File: src/rtl/uart_gt_pkg.sv
package uart_gt_pkg;

    typedef enum logic {
        OVS_2X = 1'b0,
        OVS_3X = 1'b1
    } ovs_mode_e;

    typedef enum logic {
        RX_IDLE = 1'b0,
        RX_BUSY = 1'b1
    } rx_state_e;

    localparam int DATA_BITS  = 8;
    localparam int FRAME_BITS = DATA_BITS + 2;
    localparam int STOP_IDX   = DATA_BITS + 1;
    localparam int IDX_W      = $clog2(FRAME_BITS);

    typedef struct packed {
        logic [DATA_BITS-1:0] data;
        logic                 valid;
        logic                 frame_err;
        logic                 glitch_err;
    } rx_result_t;

    // Number of ticks in one bit period for the given mode.
    function automatic logic [1:0] ovs_factor(ovs_mode_e m);
        return (m == OVS_3X) ? 2'd3 : 2'd2;
    endfunction

    // Phase that follows ph; wraps at the bit boundary.
    function automatic logic [1:0] phase_step(logic [1:0] ph, ovs_mode_e m);
        logic [1:0] nxt;
        nxt = ph + 2'd1;
        return (nxt == ovs_factor(m)) ? 2'd0 : nxt;
    endfunction

    // Phase at which the last tick of a frame occurs.
    function automatic logic [1:0] last_phase(ovs_mode_e m);
        return (m == OVS_3X) ? 2'd2 : 2'd1;
    endfunction

endpackage

File: src/rtl/uart_gt_sync.sv
module uart_gt_sync #(
    parameter int STAGES = 2
) (
    input  logic clk,
    input  logic rst,
    input  logic line_i,
    output logic line_s,
    output logic fall_o
);
    logic [STAGES-1:0] chain;
    logic              prev_q;

    always_ff @(posedge clk) begin
        if (rst) begin
            chain  <= '1;
            prev_q <= 1'b1;
        end else begin
            chain  <= {chain[STAGES-2:0], line_i};
            prev_q <= chain[STAGES-1];
        end
    end

    assign line_s = chain[STAGES-1];
    assign fall_o = prev_q & ~line_s;

endmodule

File: src/rtl/uart_gt_ticker.sv
module uart_gt_ticker #(
    parameter int DIV_W = 16
) (
    input  logic             clk,
    input  logic             rst,
    input  logic             load,
    input  logic             run,
    input  logic [DIV_W-1:0] div_i,
    output logic             tick
);
    logic [DIV_W-1:0] cnt;
    logic [DIV_W-1:0] div_q;
    logic [DIV_W-1:0] div_eff;

    assign div_eff = (div_i == '0) ? DIV_W'(1) : div_i;
    assign tick    = run && (cnt == div_q - DIV_W'(1));

    always_ff @(posedge clk) begin
        if (rst) begin
            cnt   <= '0;
            div_q <= DIV_W'(1);
        end else begin
            if (load) div_q <= div_eff;
            if (!run || tick) cnt <= '0;
            else              cnt <= cnt + DIV_W'(1);
        end
    end

    p_timer_held_r1: assert property (@(posedge clk) disable iff (rst)
        !run |-> (cnt == '0));

    p_divisor_frozen_r2: assert property (@(posedge clk) disable iff (rst)
        (run && $past(run)) |-> $stable(div_q));

endmodule

File: src/rtl/uart_gt_frame.sv
module uart_gt_frame
    import uart_gt_pkg::*;
(
    input  logic       clk,
    input  logic       rst,
    input  logic       line_s,
    input  logic       fall,
    input  logic       mode_i,
    input  logic       tick,
    output logic       start,
    output logic       busy,
    output rx_result_t res_o
);
    rx_state_e             state;
    ovs_mode_e             mode_q;
    logic [1:0]            ph;
    logic [IDX_W-1:0]      bi;
    logic [DATA_BITS-1:0]  shreg;
    logic                  ref_q;
    logic                  in_zone;
    logic                  gacc;
    logic                  stop_q;
    rx_result_t            res_q;

    logic [1:0]            ph_n;
    logic [IDX_W-1:0]      bi_n;
    logic                  samp, zend, fin, abort, gl_now, stop_now;

    assign busy  = (state == RX_BUSY);
    assign start = (state == RX_IDLE) && fall;

    assign ph_n     = phase_step(ph, mode_q);
    assign bi_n     = (ph_n == 2'd0) ? bi + IDX_W'(1) : bi;
    assign samp     = busy && tick && (ph_n == 2'd1);
    assign zend     = busy && tick && (mode_q == OVS_3X) && (ph_n == 2'd2);
    assign fin      = busy && tick && (bi_n == IDX_W'(STOP_IDX)) && (ph_n == last_phase(mode_q));
    assign abort    = samp && (bi_n == '0) && line_s;
    assign gl_now   = in_zone && (line_s != ref_q);
    assign stop_now = (mode_q == OVS_2X) ? line_s : stop_q;

    always_ff @(posedge clk) begin
        if (rst) begin
            state   <= RX_IDLE;
            mode_q  <= OVS_2X;
            ph      <= '0;
            bi      <= '0;
            shreg   <= '0;
            ref_q   <= 1'b1;
            in_zone <= 1'b0;
            gacc    <= 1'b0;
            stop_q  <= 1'b1;
            res_q   <= '0;
        end else begin
            res_q.valid      <= 1'b0;
            res_q.frame_err  <= 1'b0;
            res_q.glitch_err <= 1'b0;
            case (state)
                RX_IDLE: begin
                    if (fall) begin
                        state   <= RX_BUSY;
                        mode_q  <= ovs_mode_e'(mode_i);
                        ph      <= '0;
                        bi      <= '0;
                        in_zone <= 1'b0;
                        gacc    <= 1'b0;
                    end
                end
                RX_BUSY: begin
                    if (gl_now) gacc <= 1'b1;
                    if (tick) begin
                        ph <= ph_n;
                        bi <= bi_n;
                    end
                    if (samp) begin
                        ref_q   <= line_s;
                        in_zone <= (mode_q == OVS_3X);
                        if (bi_n >= IDX_W'(1) && bi_n <= IDX_W'(DATA_BITS))
                            shreg <= {line_s, shreg[DATA_BITS-1:1]};
                        if (bi_n == IDX_W'(STOP_IDX))
                            stop_q <= line_s;
                    end
                    if (zend) in_zone <= 1'b0;
                    if (abort) begin
                        state   <= RX_IDLE;
                        in_zone <= 1'b0;
                    end else if (fin) begin
                        state            <= RX_IDLE;
                        in_zone          <= 1'b0;
                        res_q.valid      <= 1'b1;
                        res_q.data       <= shreg;
                        res_q.frame_err  <= ~stop_now;
                        res_q.glitch_err <= gacc | gl_now;
                    end
                end
                default: state <= RX_IDLE;
            endcase
        end
    end

    assign res_o = res_q;

    p_one_cycle_pulse_r7: assert property (@(posedge clk) disable iff (rst)
        res_q.valid |=> !res_q.valid);

    p_flags_ride_valid_r7: assert property (@(posedge clk) disable iff (rst)
        (res_q.frame_err || res_q.glitch_err) |-> res_q.valid);

    p_result_follows_tick_r3: assert property (@(posedge clk) disable iff (rst)
        $rose(res_q.valid) |-> $past(tick));

    p_no_glitch_in_2x_r5: assert property (@(posedge clk) disable iff (rst)
        (res_q.valid && mode_q == OVS_2X) |-> !res_q.glitch_err);

    p_zone_only_3x_r5: assert property (@(posedge clk) disable iff (rst)
        in_zone |-> (busy && mode_q == OVS_3X));

    p_frame_begins_clean_r2: assert property (@(posedge clk) disable iff (rst)
        $rose(busy) |-> (ph == '0 && bi == '0));

endmodule

File: src/rtl/uart_gt_rx.sv
module uart_gt_rx
    import uart_gt_pkg::*;
#(
    parameter int DIV_W       = 16,
    parameter int SYNC_STAGES = 2
) (
    input  logic                 clk,
    input  logic                 rst,
    input  logic                 rx_i,
    input  logic                 mode_i,
    input  logic [DIV_W-1:0]     div_i,
    output logic [DATA_BITS-1:0] data_o,
    output logic                 valid_o,
    output logic                 frame_err_o,
    output logic                 glitch_err_o
);
    logic       line_s, fall, tick, start, busy;
    rx_result_t res;

    uart_gt_sync #(.STAGES(SYNC_STAGES)) u_sync (
        .clk    (clk),
        .rst    (rst),
        .line_i (rx_i),
        .line_s (line_s),
        .fall_o (fall)
    );

    uart_gt_ticker #(.DIV_W(DIV_W)) u_ticker (
        .clk   (clk),
        .rst   (rst),
        .load  (start),
        .run   (busy),
        .div_i (div_i),
        .tick  (tick)
    );

    uart_gt_frame u_frame (
        .clk    (clk),
        .rst    (rst),
        .line_s (line_s),
        .fall   (fall),
        .mode_i (mode_i),
        .tick   (tick),
        .start  (start),
        .busy   (busy),
        .res_o  (res)
    );

    assign data_o       = res.data;
    assign valid_o      = res.valid;
    assign frame_err_o  = res.frame_err;
    assign glitch_err_o = res.glitch_err;

    p_idle_silent_r1: assert property (@(posedge clk) disable iff (rst)
        (!busy && !$past(busy)) |-> !valid_o);

endmodule

File: config.mk
export PLATFORM = sky130hd
export DESIGN_NAME = uart_gt_rx
export DESIGN_NICKNAME = d
export VERILOG_FILES = /design/src/rtl/uart_gt_pkg.sv /design/src/rtl/uart_gt_sync.sv /design/src/rtl/uart_gt_ticker.sv /design/src/rtl/uart_gt_frame.sv /design/src/rtl/uart_gt_rx.sv
export SDC_FILE = /design/constraint.sdc
export NUM_CORES = 1
export LEC_CHECK = 0
export ABC_AREA = 1
export BUFFER_PORTS_ARGS = -buffer_cell sky130_fd_sc_hd__buf_2
export CAP_MARGIN = 20
export CORE_ASPECT_RATIO = 1.1
export CORE_MARGIN = 5
export CORE_UTILIZATION = 24
export CTS_CLUSTER_SIZE = 8
export DETAILED_ROUTE_END_ITERATION = 16
export SLEW_MARGIN = 10
export SYNTH_ARGS = -nofsm -noshare
export SYNTH_HDL_FRONTEND = slang
export SYNTH_SLANG_ARGS = --single-unit
File: constraint.sdc
create_clock -name clk -period 3.1 [get_ports clk]
set_input_delay 0.31 -clock clk [delete_from_list [all_inputs] [get_ports clk]]
set_output_delay 0.31 -clock clk [all_outputs]
set_load 0.05 [all_outputs]
-- After elaboration in Yosys (flattened, before gate mapping)
Index checks and enable logic that the tools add are counted.
W data, S select, Z words.
- flip-flop bits (word level): 66
- input port bits: 20
- logic and storage cells: 94
- muxes and demuxes: 25
- $lt $le $gt $ge: 2
- equal/unequal tests: 11
- add/subtract/negate cells: 4
- reduce and logical (&&, ||, !) cells: 28
- bitwise gates (word level): 7
- operators by type and width (kind ; number):
    $add A16 B1 Y16 const B ; 1
    $eq A16 B16 Y1 ; 1
    $logic_not A16 Y1 ; 1
    $mux W16 ; 1
    $sub A16 B1 Y16 const B ; 1
    $logic_and A1 B1 Y1 ; 12
    $mux W4 ; 3
    $mux W1 ; 11
    $reduce_and A2 Y1 ; 5
    $reduce_and A3 Y1 ; 3
    $mux W2 ; 4
    $pmux W4 S2 ; 1
    $pmux W1 S2 ; 3
    $ne A5 B5 Y1 const B ; 1
    $not A1 Y1 ; 5
    $add A4 B1 Y4 const B ; 1
    $eq A2 B2 Y1 ; 2
    $eq A4 B4 Y1 const B ; 1
    $ge A4 B1 Y1 const B ; 1
    $le A4 B4 Y1 const B ; 1
    $logic_not A4 Y1 ; 1
    $ne A2 B1 Y1 const B ; 2
    $pmux W2 S2 ; 1
    $reduce_or A4 Y1 ; 1
    13 further kinds ; 13

-- Logic depth before layout (Yosys ltp)
- word-level depth: 11
- depth in mapped cells: 20

-- Hierarchy
Synthesis repeated with hierarchy kept, for this count alone.
- cell total of the unflattened synthesis: 535
- area total of the unflattened synthesis: 3673.5 um^2
- by module, submodules not included (module ; cells each ; instances ; seq. area each (um^2) ; area each (um^2)):
    uart_gt_ticker ; 315 ; 1 ; 640.6 ; 2047.0
    uart_gt_frame ; 208 ; 1 ; 620.6 ; 1532.7
    uart_gt_sync ; 12 ; 1 ; 60.1 ; 93.8

-- Worst setup path before layout
Ideal clock, no wire load.
- path type: reg2reg
- from: register u_ticker.div_q[0]
- to: register u_frame.shreg[5]
- clock period less this slack: 2.161 ns
- cell stages (with the launch flop): 20
- setup slack: 0.939 ns
- library setup time: 0.138 ns
- required time: 2.962 ns
- buffers on the path: 1
- data arrival time: 2.023 ns
- cell sequence: dfxtp_1 -> inv_2 -> ha_1 -> inv_1 -> nand2_1 -> nand2_1 -> nand2_1 -> nand2_1 -> nand2_1 -> nor2_1 -> nand2_1 -> nor2_2 -> nand2_2 -> nor2_2 -> nand2_2 -> nor2_4 -> nand3b_4 -> buf_6 -> nor2_1 -> a211oi_2
- longest elaborated chain between the ends: 6
- ends and longest elaborated chain (element ; line ; text):
    start: declaration ; uart_gt_ticker.sv:12 ; logic [DIV_W-1:0] div_q;
    start signal: assignment ; uart_gt_ticker.sv:23 ; if (load) div_q <= div_eff;
    $sub A16 B1 Y16 ; uart_gt_ticker.sv:16 ; assign tick = run && (cnt == div_q - DIV_W'(1));
    $eq A16 B16 Y1 ; uart_gt_ticker.sv:16 ;
    $logic_and A1 B1 Y1 ; uart_gt_ticker.sv:16 ;
    $logic_and A1 B1 Y1 (2 in series) ; uart_gt_frame.sv:34 ; assign samp = busy && tick && (ph_n == 2'd1);
    $reduce_and A3 Y1 (no source line) ; - ;
    end signal: assignment ; uart_gt_frame.sv:78 ; shreg <= {line_s, shreg[DATA_BITS-1:1]};
    end: declaration ; uart_gt_frame.sv:18 ; logic [DATA_BITS-1:0] shreg;
No other way between the ends.
A chain may end at the register's enable or synchronous reset.

-- Final worst setup path
- from: register u_ticker.div_q[0]
- to: register u_frame.res_q (netlist bit u_frame.res_o[1])
- longest elaborated chain between the ends: 8
- ends and longest elaborated chain (element ; line ; text):
    $sub A16 B1 Y16 (*) ; uart_gt_ticker.sv:16 ;
    $eq A16 B16 Y1 (*) ; uart_gt_ticker.sv:16 ;
    $logic_and A1 B1 Y1 (*) ; uart_gt_ticker.sv:16 ;
    $logic_and A1 B1 Y1 (*) ; uart_gt_frame.sv:34, uart_gt_frame.sv:36 ;
    $logic_and A1 B1 Y1 (on tied branches) ; uart_gt_frame.sv:34, uart_gt_frame.sv:36 ;
    $logic_and A1 B1 Y1 (on tied branches) ; uart_gt_frame.sv:37, uart_gt_frame.sv:36 ;
    $logic_and A1 B1 Y1 or $not A1 Y1 (tied branches) ; - ;
    $reduce_or A4 Y1 (no source line) (*) ; - ;
    end: declaration ; uart_gt_frame.sv:23 ; rx_result_t res_q;
Mark *: on every way between the ends. The rest lies on a longest branch, timed or not.

==> reports/metrics.cfg <==
[timing]
fin_skew_ns=0.00715
setup_viol=0
tns_ns=0
relSlewSlack_pct=39.5
hold_viol=0
worstMarginPinSlew_ns=0.899
timing.final.crit_period_ns=2.54
worst_slack_ns=0.558
rsz0062_at_grt=no
min_period_over_period_pct=82.0
holdWs_ns=0.156
slew_viol_final=0
clock.fmax_mhz=393

[finish]
antenna_cells=0
syn2layout_area_growth_pct=18.3
final_nets=549
drive_above_1_share_pct=18.1
final_cells=722

[die]
core_sq_mm=0.0146
initial_core_util_pct=24.6
die_y_microns=138
ioPinCount=31
die_area_sq_mm=0.0175
core.rowCount=46
fp.dieW_microns=127

[detailed_routing]
drtIter0Drc=139
via_per_inst=4.36
wirelength_microns=8440
route.vias.total=3146
dr.pass1.iters=4
post_drt_wl_per_cell_microns=11.7
remaining_drc_errors=0
final_antenna_net_count=0

[synthesis]
ys_seq_area_share_pct=36.8
syn_nets=521
synthDistinctLibCells=44
syn_area_sq_mm=0.00359
syn_inst=497
avgSynthCellArea_sq_um=7.22
yosys_warnings=0
synth-seq-cells=66

[placement]
dp_hpwl_microns=6350
io_buffers=30
gp_congestion=0.833
place_ws_ns=0.595
dp_cells=706

[hold_path]
hold_depth=2
hold_class=in2reg

[cts]
ctsResizeCount=0
clk_pin_slew_ns=0.06
worst_skew_pair.late_latency_ns=0.33
ctsHtreeMaxLevel=3
post_cts_buffers=0
clock-sinks=66
cts_tree=built
cts_root_buf=clkbuf_16
clk_path_buf_depth=2
cts_hold_buf=0
cts_made_buffers=9

[grt]
grt_start_max_net_pins=29
antenna_found_initial=0
grt_overflow=0
grt.total_usage_pct=10.0
grt_pass1_wl_microns=14500
grt_pass1_vias=3105

[setup_path]
cp.required_ns=3.33
arrival_ns=2.77
rr_worst_depth=14
path_class=reg2reg
critPathLaunchType=register
cp-end-kind=register
worst-path-max-fanout=17

[power_and_ir_drop]
peakVddDrop_uv=299
leakagePower_uw=0.00186
power_density_mw_per_mm2=532

[job]
maxCapViolCount=0

[outcome]
outcome=finished, final reports clean

metrics by stage:
step / utilization [%] / cell area (sq um) / power [uW]
2_1_floorplan: - / 3590 / 1100
3_3_place_gp: 26.9 / 3910 / 1170
3_5_place_dp: 26.9 / 3910 / 1170
4_1_cts: 29.1 / 4240 / 2290
5_1_grt: 29.1 / 4240 / 2370
6_report: 29.1 / 4240 / 2260
cell usage after synthesis (all sizes together):
library cell,number,area [sq um]
a21oi,27,135
nor3,6,35.0
or2,5,31.3
o21ai,24,128
nand3b,2,27.5
inv,63,236
xor2,14,123
xor3,1,23.8
nand3,27,173
o32ai,1,8.76
a211oi,18,170
ha,4,50.1
clkbuf,7,26.3
o21bai,1,7.51
nand4,10,62.6
nor3b,8,70.1
and3,1,6.26
nand2,110,435
a31oi,2,12.5
dfxtp,66,1320
nor4,4,25.0
clkinv,1,5.00
o21a,1,7.51
buf,8,51.3
nor2,79,355
o211ai,2,15.0
xnor2,5,43.8
routing by layer:
layer | vias up | wire length [microns] | global-route usage, %
met3 | 18 | 228 | 2.47
met2 | 45 | 4320 | 17.9
met1 | 1413 | 3570 | 11.0
met4 | 0 | 324 | 5.08
li1 | 1670 | - | -
met5 | - | 0 | 0
cells by family after synthesis:
logic type	Yosys count	share of synthesized area, %
buf+inv	79	8.90
compound gates	76	13.5
flops	66	36.8
simple gates	252	34.1
xor+xnor	20	5.30
fa+ha+maj	4	1.40
power breakdown:
group / leakage, uW / total [uW] / switching, uW / internal, uW
combinational: 0.00116 / 252 / 162 / 90.7
clock: 0.000159 / 1110 / 385 / 727
sequential: 0.000535 / 895 / 23.9 / 871
registers in the layout (all words and copies together) (netlist names):
register	flops
u_frame.bi	4
u_frame.busy	1
u_frame.gacc	1
u_frame.in_zone	1
u_frame.mode_q	1
u_frame.ph	2
u_frame.ref_q	1
u_frame.res_o	11
u_frame.shreg	8
u_frame.stop_q	1
u_sync.chain	2
u_sync.prev_q	1
u_ticker.cnt	16
u_ticker.div_q	16
worst paths after layout:
kind,end,from,slack [ns]
min reg2reg,u_sync.chain[1]$_SDFF_PP1_,u_sync.chain[0]$_SDFF_PP1_,0.41
max reg2reg,u_frame.res_o[1]$_SDFF_PP0_,u_ticker.div_q[0]$_SDFFE_PP1P_,0.56
max,u_frame.res_o[1]$_SDFF_PP0_,u_ticker.div_q[0]$_SDFFE_PP1P_,0.56
min,u_sync.chain[0]$_SDFF_PP1_,rx_i,0.16
worst max-delay path, stage by stage (launching register included):
cell and delay (ns):
dfxtp_1 0.34, inv_2 0.10, ha_1 0.26, nand3_4 0.14, nor2_4 0.18, nand2_1 0.10, nand3_2 0.09, nand2_1 0.06
nor2_1 0.11, nand3_2 0.10, nor3_2 0.23, nand3_2 0.15, clkinv_2 0.19, nand2_1 0.13, a211oi_1 0.26
cells in the final DEF, fill, tap and decap left out, types with 3 or more instances in the layout:
cell / netlist / routed
clkbuf_16: 0 / 9
a211oi_1: 11 / 11
nor4_1: 4 / 4
buf_2: 5 / 30
inv_2: 4 / 4
nand2_1: 103 / 103
a21oi_1: 27 / 27
o21ai_0: 19 / 19
o21ai_1: 3 / 3
a211oi_2: 7 / 7
or2_2: 3 / 3
nand3_1: 21 / 21
nor2_2: 11 / 11
nand3_2: 5 / 5
nand2_2: 6 / 6
nor3_1: 5 / 5
nand4_1: 10 / 10
inv_1: 59 / 59
nor2_1: 65 / 65
dfxtp_1: 66 / 66
nor3b_1: 6 / 6
xor2_1: 14 / 14
ha_1: 4 / 4
xnor2_1: 5 / 5
layout make-up:
type | count | area [sq um]
Clock buffer | 10 | 239
Multi-Input combinational cell | 352 | 1950
Fill cell | 1582 | 10300
Clock inverter | 6 | 90.1
Inverter | 64 | 241
Sequential cell | 66 | 1320
Tap cell | 192 | 240
Timing Repair Buffer | 32 | 165
Note: power is estimated with default switching activity, not from simulation.
